File: src/rtl/ecg_rr_pkg.sv
package ecg_rr_pkg;
   // Fractional bits of the interval output: one sample = 1/256 s.
   localparam int FRAC_BITS = 8;

   typedef enum logic {
      QRS_IDLE   = 1'b0,
      QRS_ACTIVE = 1'b1
   } qrs_state_e;
endpackage

File: src/rtl/ecg_bandpass.sv
module ecg_bandpass #(
   parameter int X_W    = 10,
   parameter int LP_LEN = 4,
   parameter int HP_LAG = 8,
   parameter int LP_W   = 12,
   parameter int HP_W   = 13
) (
   input  logic                   clk,
   input  logic                   rst_n,
   input  logic                   en,
   input  logic signed [X_W-1:0]  x_in,
   output logic signed [HP_W-1:0] hp_now
);
   logic signed [LP_W-1:0] lp_now;

   generate
      if (LP_LEN == 1) begin : g_lp_thru
         assign lp_now = LP_W'(x_in);
      end else begin : g_lp_box
         logic signed [X_W-1:0]  xd [LP_LEN-1];
         logic signed [LP_W-1:0] acc;

         always_ff @(posedge clk) begin
            if (!rst_n) begin
               for (int i = 0; i < LP_LEN-1; i++) xd[i] <= '0;
            end else if (en) begin
               xd[0] <= x_in;
               for (int i = 1; i < LP_LEN-1; i++) xd[i] <= xd[i-1];
            end
         end

         always_comb begin
            acc = LP_W'(x_in);
            for (int i = 0; i < LP_LEN-1; i++) acc = acc + LP_W'(xd[i]);
         end
         assign lp_now = acc;
      end
   endgenerate

   // Lagged difference removes baseline wander.
   logic signed [LP_W-1:0] lpd [HP_LAG];

   always_ff @(posedge clk) begin
      if (!rst_n) begin
         for (int i = 0; i < HP_LAG; i++) lpd[i] <= '0;
      end else if (en) begin
         lpd[0] <= lp_now;
         for (int i = 1; i < HP_LAG; i++) lpd[i] <= lpd[i-1];
      end
   end

   assign hp_now = HP_W'(lp_now) - HP_W'(lpd[HP_LAG-1]);
endmodule

File: src/rtl/ecg_slope_energy.sv
module ecg_slope_energy #(
   parameter int HP_W = 13,
   parameter int D_W  = 14,
   parameter int SQ_W = 28
) (
   input  logic                   clk,
   input  logic                   rst_n,
   input  logic                   en,
   input  logic signed [HP_W-1:0] hp_now,
   output logic        [SQ_W-1:0] sq_now
);
   logic signed [HP_W-1:0] hp_prev;
   logic signed [D_W-1:0]  d_now;
   logic signed [SQ_W-1:0] prod;

   always_ff @(posedge clk) begin
      if (!rst_n)  hp_prev <= '0;
      else if (en) hp_prev <= hp_now;
   end

   assign d_now  = D_W'(hp_now) - D_W'(hp_prev);
   assign prod   = SQ_W'(d_now) * SQ_W'(d_now);
   assign sq_now = prod;
endmodule

File: src/rtl/ecg_beat_picker.sv
module ecg_beat_picker
   import ecg_rr_pkg::*;
#(
   parameter int SQ_W     = 28,
   parameter int REFR_W   = 8,
   parameter int RR_W     = 16,
   parameter int INIT_THR = 1000,
   parameter int AVG_SH   = 3,
   parameter int THR_SH   = 2
) (
   input  logic              clk,
   input  logic              rst_n,
   input  logic              en,
   input  logic [SQ_W-1:0]   sq_now,
   input  logic [REFR_W-1:0] refr_len,
   output logic              rr_valid,
   output logic [RR_W-1:0]   rr_sec,
   output logic              in_qrs,
   output logic              have_peak,
   output logic [SQ_W-1:0]   thr
);
   localparam int              AVG_W    = SQ_W + THR_SH + 1;
   localparam logic [RR_W-1:0] RR_MAX   = {RR_W{1'b1}};
   localparam logic [AVG_W-1:0] AVG_INIT = AVG_W'(INIT_THR) << THR_SH;

   qrs_state_e       state_q;
   logic [RR_W-1:0]  cnt_q, cnt_now, pk_off_q;
   logic [SQ_W-1:0]  best_q;
   logic [AVG_W-1:0] avg_q, avg_nx;
   logic             have_peak_q, armed, above, qrs_start, qrs_end, qrs_grow;

   // Samples since the last R peak, saturating.
   assign cnt_now   = (cnt_q == RR_MAX) ? cnt_q : cnt_q + 1'b1;
   assign thr       = SQ_W'(avg_q >> THR_SH);
   assign above     = sq_now > thr;
   assign armed     = !have_peak_q || (cnt_now > RR_W'(refr_len));
   assign qrs_start = en && (state_q == QRS_IDLE) && above && armed;
   assign qrs_end   = en && (state_q == QRS_ACTIVE) && !above;
   assign qrs_grow  = en && (state_q == QRS_ACTIVE) && above && (sq_now > best_q);
   assign avg_nx    = avg_q - (avg_q >> AVG_SH) + AVG_W'(best_q >> AVG_SH);

   always_ff @(posedge clk) begin
      if (!rst_n) begin
         state_q     <= QRS_IDLE;
         cnt_q       <= '0;
         pk_off_q    <= '0;
         best_q      <= '0;
         avg_q       <= AVG_INIT;
         have_peak_q <= 1'b0;
         rr_valid    <= 1'b0;
         rr_sec      <= '0;
      end else begin
         rr_valid <= 1'b0;
         if (en) cnt_q <= cnt_now;
         if (qrs_start || qrs_grow) begin
            state_q  <= QRS_ACTIVE;
            best_q   <= sq_now;
            pk_off_q <= cnt_now;
         end
         if (qrs_end) begin
            state_q     <= QRS_IDLE;
            cnt_q       <= cnt_now - pk_off_q;
            avg_q       <= avg_nx;
            have_peak_q <= 1'b1;
            rr_valid    <= have_peak_q;
            if (have_peak_q) rr_sec <= pk_off_q;
         end
      end
   end

   assign in_qrs    = (state_q == QRS_ACTIVE);
   assign have_peak = have_peak_q;
endmodule

File: src/rtl/ecg_rr_detector.sv
module ecg_rr_detector
   import ecg_rr_pkg::*;
#(
   parameter int X_W      = 10,
   parameter int LP_LEN   = 4,
   parameter int HP_LAG   = 8,
   parameter int REFR_W   = 8,
   parameter int RR_W     = 16,
   parameter int INIT_THR = 1000,
   parameter int AVG_SH   = 3,
   parameter int THR_SH   = 2
) (
   input  logic              clk,
   input  logic              rst_n,
   input  logic              smp_valid,
   input  logic [X_W-1:0]    smp_data,
   input  logic [REFR_W-1:0] refr_len,
   output logic              rr_valid,
   output logic [RR_W-1:0]   rr_sec
);
   localparam int LP_W = X_W + $clog2(LP_LEN);
   localparam int HP_W = LP_W + 1;
   localparam int D_W  = HP_W + 1;
   localparam int SQ_W = 2 * D_W;

   generate
      if (LP_LEN < 1)          begin : g_bad_lp   $error("LP_LEN must be at least 1");        end
      if (HP_LAG < 1)          begin : g_bad_lag  $error("HP_LAG must be at least 1");        end
      if (RR_W < REFR_W)       begin : g_bad_rr   $error("RR_W must cover REFR_W");           end
      if (RR_W <= FRAC_BITS)   begin : g_bad_frac $error("RR_W must exceed fraction bits");   end
      if (AVG_SH < 1)          begin : g_bad_avg  $error("AVG_SH must be at least 1");        end
   endgenerate

   logic signed [HP_W-1:0] hp_now;
   logic        [SQ_W-1:0] sq_now;
   logic                   in_qrs, have_peak;
   logic        [SQ_W-1:0] thr;

   ecg_bandpass #(
      .X_W(X_W), .LP_LEN(LP_LEN), .HP_LAG(HP_LAG), .LP_W(LP_W), .HP_W(HP_W)
   ) bp_i (
      .clk(clk), .rst_n(rst_n), .en(smp_valid),
      .x_in(signed'(smp_data)), .hp_now(hp_now)
   );

   ecg_slope_energy #(
      .HP_W(HP_W), .D_W(D_W), .SQ_W(SQ_W)
   ) se_i (
      .clk(clk), .rst_n(rst_n), .en(smp_valid),
      .hp_now(hp_now), .sq_now(sq_now)
   );

   ecg_beat_picker #(
      .SQ_W(SQ_W), .REFR_W(REFR_W), .RR_W(RR_W),
      .INIT_THR(INIT_THR), .AVG_SH(AVG_SH), .THR_SH(THR_SH)
   ) bk_i (
      .clk(clk), .rst_n(rst_n), .en(smp_valid), .sq_now(sq_now),
      .refr_len(refr_len), .rr_valid(rr_valid), .rr_sec(rr_sec),
      .in_qrs(in_qrs), .have_peak(have_peak), .thr(thr)
   );
endmodule

File: config.mk
export PLATFORM = sky130hd
export DESIGN_NAME = ecg_rr_detector
export DESIGN_NICKNAME = d
export VERILOG_FILES = /design/src/rtl/ecg_rr_pkg.sv /design/src/rtl/ecg_bandpass.sv /design/src/rtl/ecg_slope_energy.sv /design/src/rtl/ecg_beat_picker.sv /design/src/rtl/ecg_rr_detector.sv
export SDC_FILE = /design/constraint.sdc
export NUM_CORES = 1
export LEC_CHECK = 0
export BUFFER_PORTS_ARGS = -buffer_cell sky130_fd_sc_hd__buf_4
export CAP_MARGIN = 20
export CORE_ASPECT_RATIO = 1.4
export CORE_UTILIZATION = 40
export DETAILED_ROUTE_END_ITERATION = 8
export GPL_TIMING_DRIVEN = 0
export SLEW_MARGIN = 20
export SYNTH_ARGS = -nofsm -noshare
export SYNTH_HDL_FRONTEND = slang
export SYNTH_HIERARCHICAL = 1
export SYNTH_SLANG_ARGS = --single-unit
File: constraint.sdc
create_clock -name clk -period 17.2 [get_ports clk]
set_clock_uncertainty 0.05 [all_clocks]
set_input_delay 2.58 -clock clk [delete_from_list [all_inputs] [get_ports clk]]
set_output_delay 2.58 -clock clk [all_outputs]
set_load 0.005 [all_outputs]
## Word-level counts from Yosys, hierarchy flattened

Memory sizes are Yosys's and may differ from the RTL's.
Index checks and enable logic that the tools add are counted.

- Flip-flop bits (word level): 123
- Bits in writable memories: 126
- Input bits: 21
- Output and inout bits: 17
- Word-level logic and storage cells: 71
- Memories kept: 2

Memories:

| name | words | width | read ports | clocked after memory_dff | wr ports | line | text |
|---|---|---|---|---|---|---|---|
| bp_i.lpd | 8 | 12 | 8 | 0 | 8 | ecg_bandpass.sv:41 | `logic signed [LP_W-1:0] lpd [HP_LAG];` |
| bp_i.g_lp_box.xd | 3 | 10 | 3 | 0 | 3 | ecg_bandpass.sv:20 | `logic signed [X_W-1:0] xd [LP_LEN-1];` |

- Add/sub/neg operators: 9
- $mul: 1
- Order comparisons: 3
- Eq/ne operators: 1
- Multiplexer cells: 18
- Bitwise gates (word level): 13
- Reductions and logical operators: 15

Operators with widths:

| kind | count |
|---|---|
| 12-bit two-way mux | 8 |
| 28-bit greater-than comparator | 2 |
| 16-bit two-way mux | 3 |
| 31-bit by 25-bit adder with 31-bit output | 1 |
| 31-bit by 28-bit subtractor with 31-bit output | 1 |
| 10-bit two-way mux | 3 |
| 14-bit by 14-bit multiplier with 28-bit output | 1 |
| 16-bit by 1-bit adder with 16-bit output (second input constant) | 1 |
| 16-bit == test (second input constant) | 1 |
| 16-bit by 8-bit greater-than comparator with 1-bit output | 1 |
| 16-bit subtractor | 1 |
| 13-bit by 13-bit subtractor with 14-bit output | 1 |
| 12-bit by 12-bit subtractor with 13-bit output | 1 |
| 11-bit by 10-bit adder with 12-bit output | 1 |
| 12-bit by 10-bit adder with 12-bit output | 1 |
| 10-bit by 10-bit adder with 11-bit output | 1 |
| 1-bit bitwise OR | 11 |
| 1-bit logical AND | 7 |
| 1-bit two-way mux | 4 |
| 2-bit AND reduction | 2 |
| 1-bit zero test | 2 |
| 1-bit logical OR | 2 |
| 1-bit inverter | 2 |
| 2-bit nonzero test | 1 |
| 2-bit OR reduction | 1 |

## Logic depth before layout (Yosys ltp)

Gate-level depths: netlist of the first run.

- Depth after elaboration: 10
- Mapped depth: 56

## Hierarchy

Netlist of the first run, hierarchy kept.

By module, submodules not included:

| module | instances | cells an instance | area an instance (µm²) | seq. area each (µm²) |
|---|---|---|---|---|
| ecg_beat_picker | 1 | 1110 | 9132.5 | 2202.1 |
| ecg_slope_energy | 1 | 856 | 7758.7 | 260.2 |
| ecg_bandpass | 1 | 470 | 6206.0 | 3783.6 |

## Least setup slack after synthesis of the first run

OpenSTA, ideal clock, no wires.

- Path kind: input to register
- Start point: input smp_data[1]
- End point: register bk_i.rr_sec[10]
- Setup time: 128 ps
- Data arrival time: 14815 ps
- Data required time: 17022 ps
- Path slack: 2207 ps
- Stages on the path: 52
- Cell sequence: inv_1 > fa_1 > inv_1 > fa_1 > ha_1 > fa_1 > a211oi_2 > o21bai_1 > a21oi_1 > xnor2_1 > ha_1 > or3_1 > o22a_1 > xor2_1 > ha_1 > a21o_1 > a21oi_1 > o31ai_1 > [... 16 more ...] > a211oi_1 > o21ai_0 > a31oi_1 > o21ai_2 > o21ai_0 > a21oi_1 > xnor2_1 > ha_1 > nand4_1 > nor4_1 > o311ai_0 > and3_1 > o211a_1 > clkbuf_1 > nand2_1 > buf_2 > mux2i_1 > nor2_1

- Word-level cells in the longest chain between the ends: 10

Ends and longest elaborated chain:

| what | line | text |
|---|---|---|
| from (decl) | ecg_rr_detector.sv:16 | `input logic [X_W-1:0] smp_data,` |
| 10-bit by 10-bit adder with 11-bit output | ecg_bandpass.sv:34 | `for (int i = 0; i < LP_LEN-1; i++) acc = acc + LP_W'(xd[i]);` |
| 11-bit by 10-bit adder with 12-bit output | ecg_bandpass.sv:34 |  |
| 12-bit by 10-bit adder with 12-bit output | ecg_bandpass.sv:34 |  |
| named net bp_i.g_lp_box.acc[7] | ecg_bandpass.sv:21 | `logic signed [LP_W-1:0] acc;` |
| 12-bit by 12-bit subtractor with 13-bit output | ecg_bandpass.sv:52 | `assign hp_now = HP_W'(lp_now) - HP_W'(lpd[HP_LAG-1]);` |
| named net hp_now[8] | ecg_rr_detector.sv:34 | `logic signed [HP_W-1:0] hp_now;` |
| 13-bit by 13-bit subtractor with 14-bit output | ecg_slope_energy.sv:21 | `assign d_now = D_W'(hp_now) - D_W'(hp_prev);` |
| 14-bit by 14-bit multiplier with 28-bit output | ecg_slope_energy.sv:22 | `assign prod = SQ_W'(d_now) * SQ_W'(d_now);` |
| named net sq_now[26] | ecg_rr_detector.sv:35 | `logic [SQ_W-1:0] sq_now;` |
| 28-bit greater-than comparator | ecg_beat_picker.sv:35 | `assign above = sq_now > thr;` |
| 1-bit zero test | ecg_beat_picker.sv:38 | `assign qrs_end = en && (state_q == QRS_ACTIVE) && !above;` |
| 1-bit logical AND | ecg_beat_picker.sv:38 |  |
| 2-bit AND reduction (no line) | - |  |
| to (signal assigned) | ecg_beat_picker.sv:66 | `if (have_peak_q) rr_sec <= pk_off_q;` |
| to (decl) | ecg_beat_picker.sv:17 | `output logic [RR_W-1:0] rr_sec,` |

The timed path passes the listed nets, and every way through them passes these cells.
A chain may end at the register's enable or synchronous reset.

## Worst setup path in the final report of the first run

- Start point: input smp_data[1]
- End point: register bk_i.rr_sec[8]

Same word-level chain as after synthesis.

==> run_results.csv, run 1 <==
group,metric,value,unit
critical_path,critical_path.most_common_cell,"fa_1",
layout,final_area,25100,um2
critical_path,required,17.56,ns
synthesis,ys_warn_count,6,
job,maxCapViolations,0,
cts,clockBufferDepth,3,
critical_path,crit_start,"smp_data[1]",
critical_path,slowest_stage,"fa_1",
critical_path,path_max_fanout,10,
timing,fin_crit_sh,0.959,
worst_hold_path,hold_start,"bk_i/avg_q[0]",
route,ant_nets,0,
cts,cts_buffers,26,
floorplan,die-area,58200,um2
route,wl_per_cell,16.7,um
timing,slew_headroom,0.257,
cts,clk_pin_slew_worst_paths,0.06,ns
floorplan,die_w,204,um
global_routing,first_global_vias,17669,
timing,setup_tns,0,ns
critical_path,crit_family,"adder cells",
timing,worst_pin_slew,1.11,ns
timing,setup_viol_count_final,0,
route,first_pass_iters,5,
layout,antenna_cells,0,
timing,maxSlewViolCount,0,
global_routing,grtUsageTotal,0.191,
cts,cts_tree,"done",
placement,place.detailed.hpwl,43700,um
layout,nNetsFinal,2937,
timing,hold_viol,0,
layout,final_cell_count_no_fill,3231,
timing,grt_setup_unrepaired,"false",
synthesis,netlist_area,22900,um2
placement,port_buffers,37,
global_routing,overflow,0,
route,drt-initial-drc-count,736,
placement,dpl-instance-area,24100,um2
floorplan,pin_count,38,
cts,cts.sinks,249,
timing,min_period,16.49,ns
timing,fmax,60.6,MHz
cts,root_buffer,"clkbuf_16",
critical_path,timing.rr.start,"bp_i/g_lp_box.xd[0][1]",
critical_path,critPathMaxStageDelay,0.56,ns
floorplan,die_h,285,um
critical_path,worst_setup_path_start_kind,"primary input",
floorplan,rows,103,
placement,globalplace.congestion,0.876,
cts,clock_latency,0.56,ns
synthesis,syn_inst,2408,
placement,dp.cells,3184,
floorplan,core,56400,um2
global_routing,antenna_found_initial,0,
critical_path,rr_worst_depth,51,
cts,htreeDepth,1,
critical_path,r2r_slack,2.52,ns
route,vias_per_cell,5.20,
layout,final_layout_size_suffix_gt1_frac,0.0629,
synthesis,avgSynthCellArea,9.50,um2
route,dr_total_vias,16817,
worst_hold_path,hold_path_class,"reg -> reg",
critical_path,arrival,16.85,ns
global_routing,grt_max_degree,48,
route,wirelength,54000,um
route,drcViolationCount,0,
floorplan,initial_core_util,0.405,
worst_hold_path,worstHoldPathCells,2,
critical_path,path_depth,52,
critical_path,end_kind,"flip-flop",
cts,ctsHoldBuffers,0,
critical_path,crit_buf_inv,10,
critical_path,path_class,"in -> reg",
outcome,run_status,"finished, final reports clean",
layout,syn_to_final_growth,9.50,%
global_routing,grt_pass1_wl,89500,um
-- stage by stage --
step	hold WS, ns	setup slack [ns]	utilization
after floorplan	0.385	2.21	-
after global placement	0.396	-0.562	0.427
after detailed placement	0.400	-0.627	0.428
after CTS	0.408	0.0666	0.443
after global routing	0.432	0.0486	0.444
final	0.407	0.711	0.444
-- worst reg2reg max path: cells and delay by family, from the launching register on --
kind,cells,cell delay (ns)
adder cells (fa/ha/maj),14,6.29
AO/OA/AOI/OAI,14,3.50
AND/OR/NAND/NOR,11,2.22
buffers and inverters,9,1.30
XOR/XNOR,2,0.66
flip-flops,1,0.32
multiplexers,1,0.23
-- metal layers --
metal	vias to the layer above	GRT usage	routed length (um)	share of wire
met1	8332	0.220	21900	0.40
met5	-	0	0	0
met4	0	0.0646	1680	0.031
met3	95	0.0136	1350	0.025
met2	264	0.366	29100	0.54
li1	8126	-	-	-
-- cells in the final DEF, fill, tap and decap left out, types with 68 or more instances in the layout --
cell	instances
a21oi_1	112
and3_1	84
dfxtp_1	123
edfxtp_1	126
fa_1	221
ha_1	216
inv_1	447
mux2i_1	68
nand2_1	135
nor2_1	203
xnor2_1	73
-- sequential cells by signal (all words and copies together), names as in the netlist --
register	flops
bk_i/avg_q	31
bk_i/best_q	28
bk_i/cnt_q	16
bk_i/have_peak	1
bk_i/in_qrs	1
bk_i/pk_off_q	16
bk_i/rr_sec	16
bk_i/rr_valid	1
bp_i/g_lp_box.xd	30
bp_i/lpd	96
se_i/hp_prev	13
-- final cells by class --
cell class / count / area [um2]
Clock buffer: 35 / 734
Sequential cell: 249 / 6250
Fill cell: 5489 / 31400
Clock inverter: 11 / 148
Multi-Input combinational cell: 1640 / 14600
Timing Repair Buffer: 40 / 325
Buffer: 68 / 337
Tap cell: 735 / 920
Inverter: 453 / 1700
-- final timing paths --
path                                        to
worst max-delay path            bk_i/rr_sec[8]
worst max register to register  bk_i/rr_sec[8]
worst min-delay path             bk_i/avg_q[0]
worst min register to register   bk_i/avg_q[0]
-- what timing repair did --
action	4_1_cts	5_1_grt
setup buffers	1	0
endpoints found under the setup margin	19	63
pin swaps	1	0
gates resized for setup	1	8
cloned	0	0
Power of run 1 is not shown: default switching activity piles up to over one toggle a cycle in this logic, so the estimate is an artifact.
==> inputs of run 2 (changes only) <==
--- a/config.mk
+++ b/config.mk
@@ -5,6 +5,7 @@
 export SDC_FILE = /design/constraint.sdc
 export NUM_CORES = 1
 export LEC_CHECK = 0
+export ABC_AREA = 1
 export BUFFER_PORTS_ARGS = -buffer_cell sky130_fd_sc_hd__buf_4
 export CAP_MARGIN = 20
 export CORE_ASPECT_RATIO = 1.4
==> run_results.csv, run 2 <==
group,metric,value,unit
timing,worst_pin_slew,0.739,ns
layout,largest_register_ff_count,96,
route,first_pass_iters,5,
cts,cts_tree,"done",
placement,dpl-instance-area,25800,um2
layout,regArea,6250,um2
job,maxCapViolations,0,
synthesis,ys_warn_count,6,
critical_path,path_max_fanout,10,
critical_path,required,17.63,ns
cts,clk_pin_slew_worst_paths,0.07,ns
layout,multiInputGateArea,15200,um2
placement,globalplace.congestion,0.921,
route,dr_total_vias,19309,
cts,root_buffer,"clkbuf_16",
critical_path,timing.rr.start,"bp_i/g_lp_box.xd[0][11]",
critical_path,slowest_stage,"fa_1",
placement,place.detailed.hpwl,49700,um
global_routing,grt_max_degree,56,
layout,final_cell_mix,"692 x inv_1, 539 x nand2_1, 384 x nor2_1, 222 x fa_1, 216 x ha_1",
worst_hold_path,hold_path_class,"reg -> reg",
global_routing,grtUsageTotal,0.203,
critical_path,worst_setup_path_start_kind,"primary input",
critical_path,critical_path.most_common_cell,"nand2_1",
timing,min_period,14.86,ns
placement,port_buffers,37,
floorplan,die_w,211,um
critical_path,critPathMaxStageDelay,0.64,ns
layout,nNetsFinal,3631,
timing,setup_ws,2.34,ns
route,ant_nets,0,
critical_path,crit_buf_inv,12,
route,drt-initial-drc-count,998,
cts,cts-resized-gates,0,
layout,final_area,26800,um2
route,drcViolationCount,0,
synthesis,avgSynthCellArea,7.89,um2
layout,fillCellCount,6147,
timing,setup_viol_count_final,0,
floorplan,die_h,295,um
global_routing,first_global_vias,19908,
cts,cts.sinks,249,
layout,final_common_cell,"inv_1",
critical_path,path_class,"in -> reg",
layout,antenna_cells,0,
layout,top_regs,"bp_i/lpd: 96 flops, bk_i/avg_q: 31 flops, bp_i/g_lp_box.xd: 30 flops",
layout,largest_register,"bp_i/lpd",
critical_path,crit_family,"adder cells",
global_routing,grt_pass1_wl,99700,um
outcome,run_status,"finished, final reports clean",
cts,post_cts_buffers,0,
floorplan,rows,106,
critical_path,crit_start,"smp_data[1]",
timing,fmax,67.3,MHz
worst_hold_path,hold_start,"se_i/hp_prev[8]",
synthesis,syn_inst,3102,
timing,fin_crit_sh,0.864,
layout,syn_to_final_growth,9.38,%
floorplan,initial_core_util,0.407,
cts,ctsHoldBuffers,0,
route,vias_per_cell,4.82,
route,wirelength,60500,um
layout,final_layout_size_suffix_gt1_frac,0.0667,
critical_path,arrival,15.29,ns
timing,grt_setup_unrepaired,"false",
floorplan,pin_count,38,
cts,clock_latency,0.57,ns
route,wl_per_cell,15.1,um
cts,clockBufferDepth,3,
synthesis,netlist_area,24500,um2
critical_path,end_kind,"flip-flop",
timing,slew_headroom,0.507,
timing,maxSlewViolCount,0,
global_routing,overflow,0,
floorplan,core,60100,um2
cts,htreeDepth,1,
cts,cts_buffers,27,
floorplan,die-area,62200,um2
placement,dp_slack,1.80,ns
timing,hold_viol,0,
global_routing,antenna_found_initial,0,
timing,setup_tns,0,ns
run 2: worst paths after layout:
check	end	slack, ns	depth (start not counted)
hold reg to reg	se_i/hp_prev[8]	0.41	2
hold / removal	se_i/hp_prev[8]	0.41	2
setup / recovery	bk_i/avg_q[16]	2.34	56
setup reg to reg	bk_i/avg_q[16]	4.16	55
run 2: layout make-up:
cell class	count	share of cell area
plain buffers	64	0.0159
clock buffers	30	0.0257
clock inverters	20	0.00897
inverters	704	0.0988
multi-input cells	2087	0.567
flip-flops and latches	249	0.233
well taps	810	0.0379
repair buffers	39	0.0124
run 2: layer usage:
metal | GRT usage | vias to the layer above | wire length (um)
met5 | 0 | - | 0
met4 | 0.0771 | 0 | 2250
met3 | 0.0149 | 111 | 1760
met2 | 0.388 | 319 | 32100
met1 | 0.231 | 9098 | 24400
li1 | - | 9781 | -
run 2: worst min-delay path, cell delays in order (launching register included):
cell,delay [ns]
dfxtp_1,0.30
inv_1,0.06
a21oi_1,0.06
run 2: stage by stage:
step	util	std cells	hold WS [ns]
2_1_floorplan	-	3104	0.383
4_1_cts	0.446	4003	0.414
3_3_place_gp	0.429	3951	0.395
3_5_place_dp	0.430	3953	0.404
5_1_grt	0.446	4003	0.440
6_report	0.446	4003	0.414
Power of run 2 is left out for the same reason.
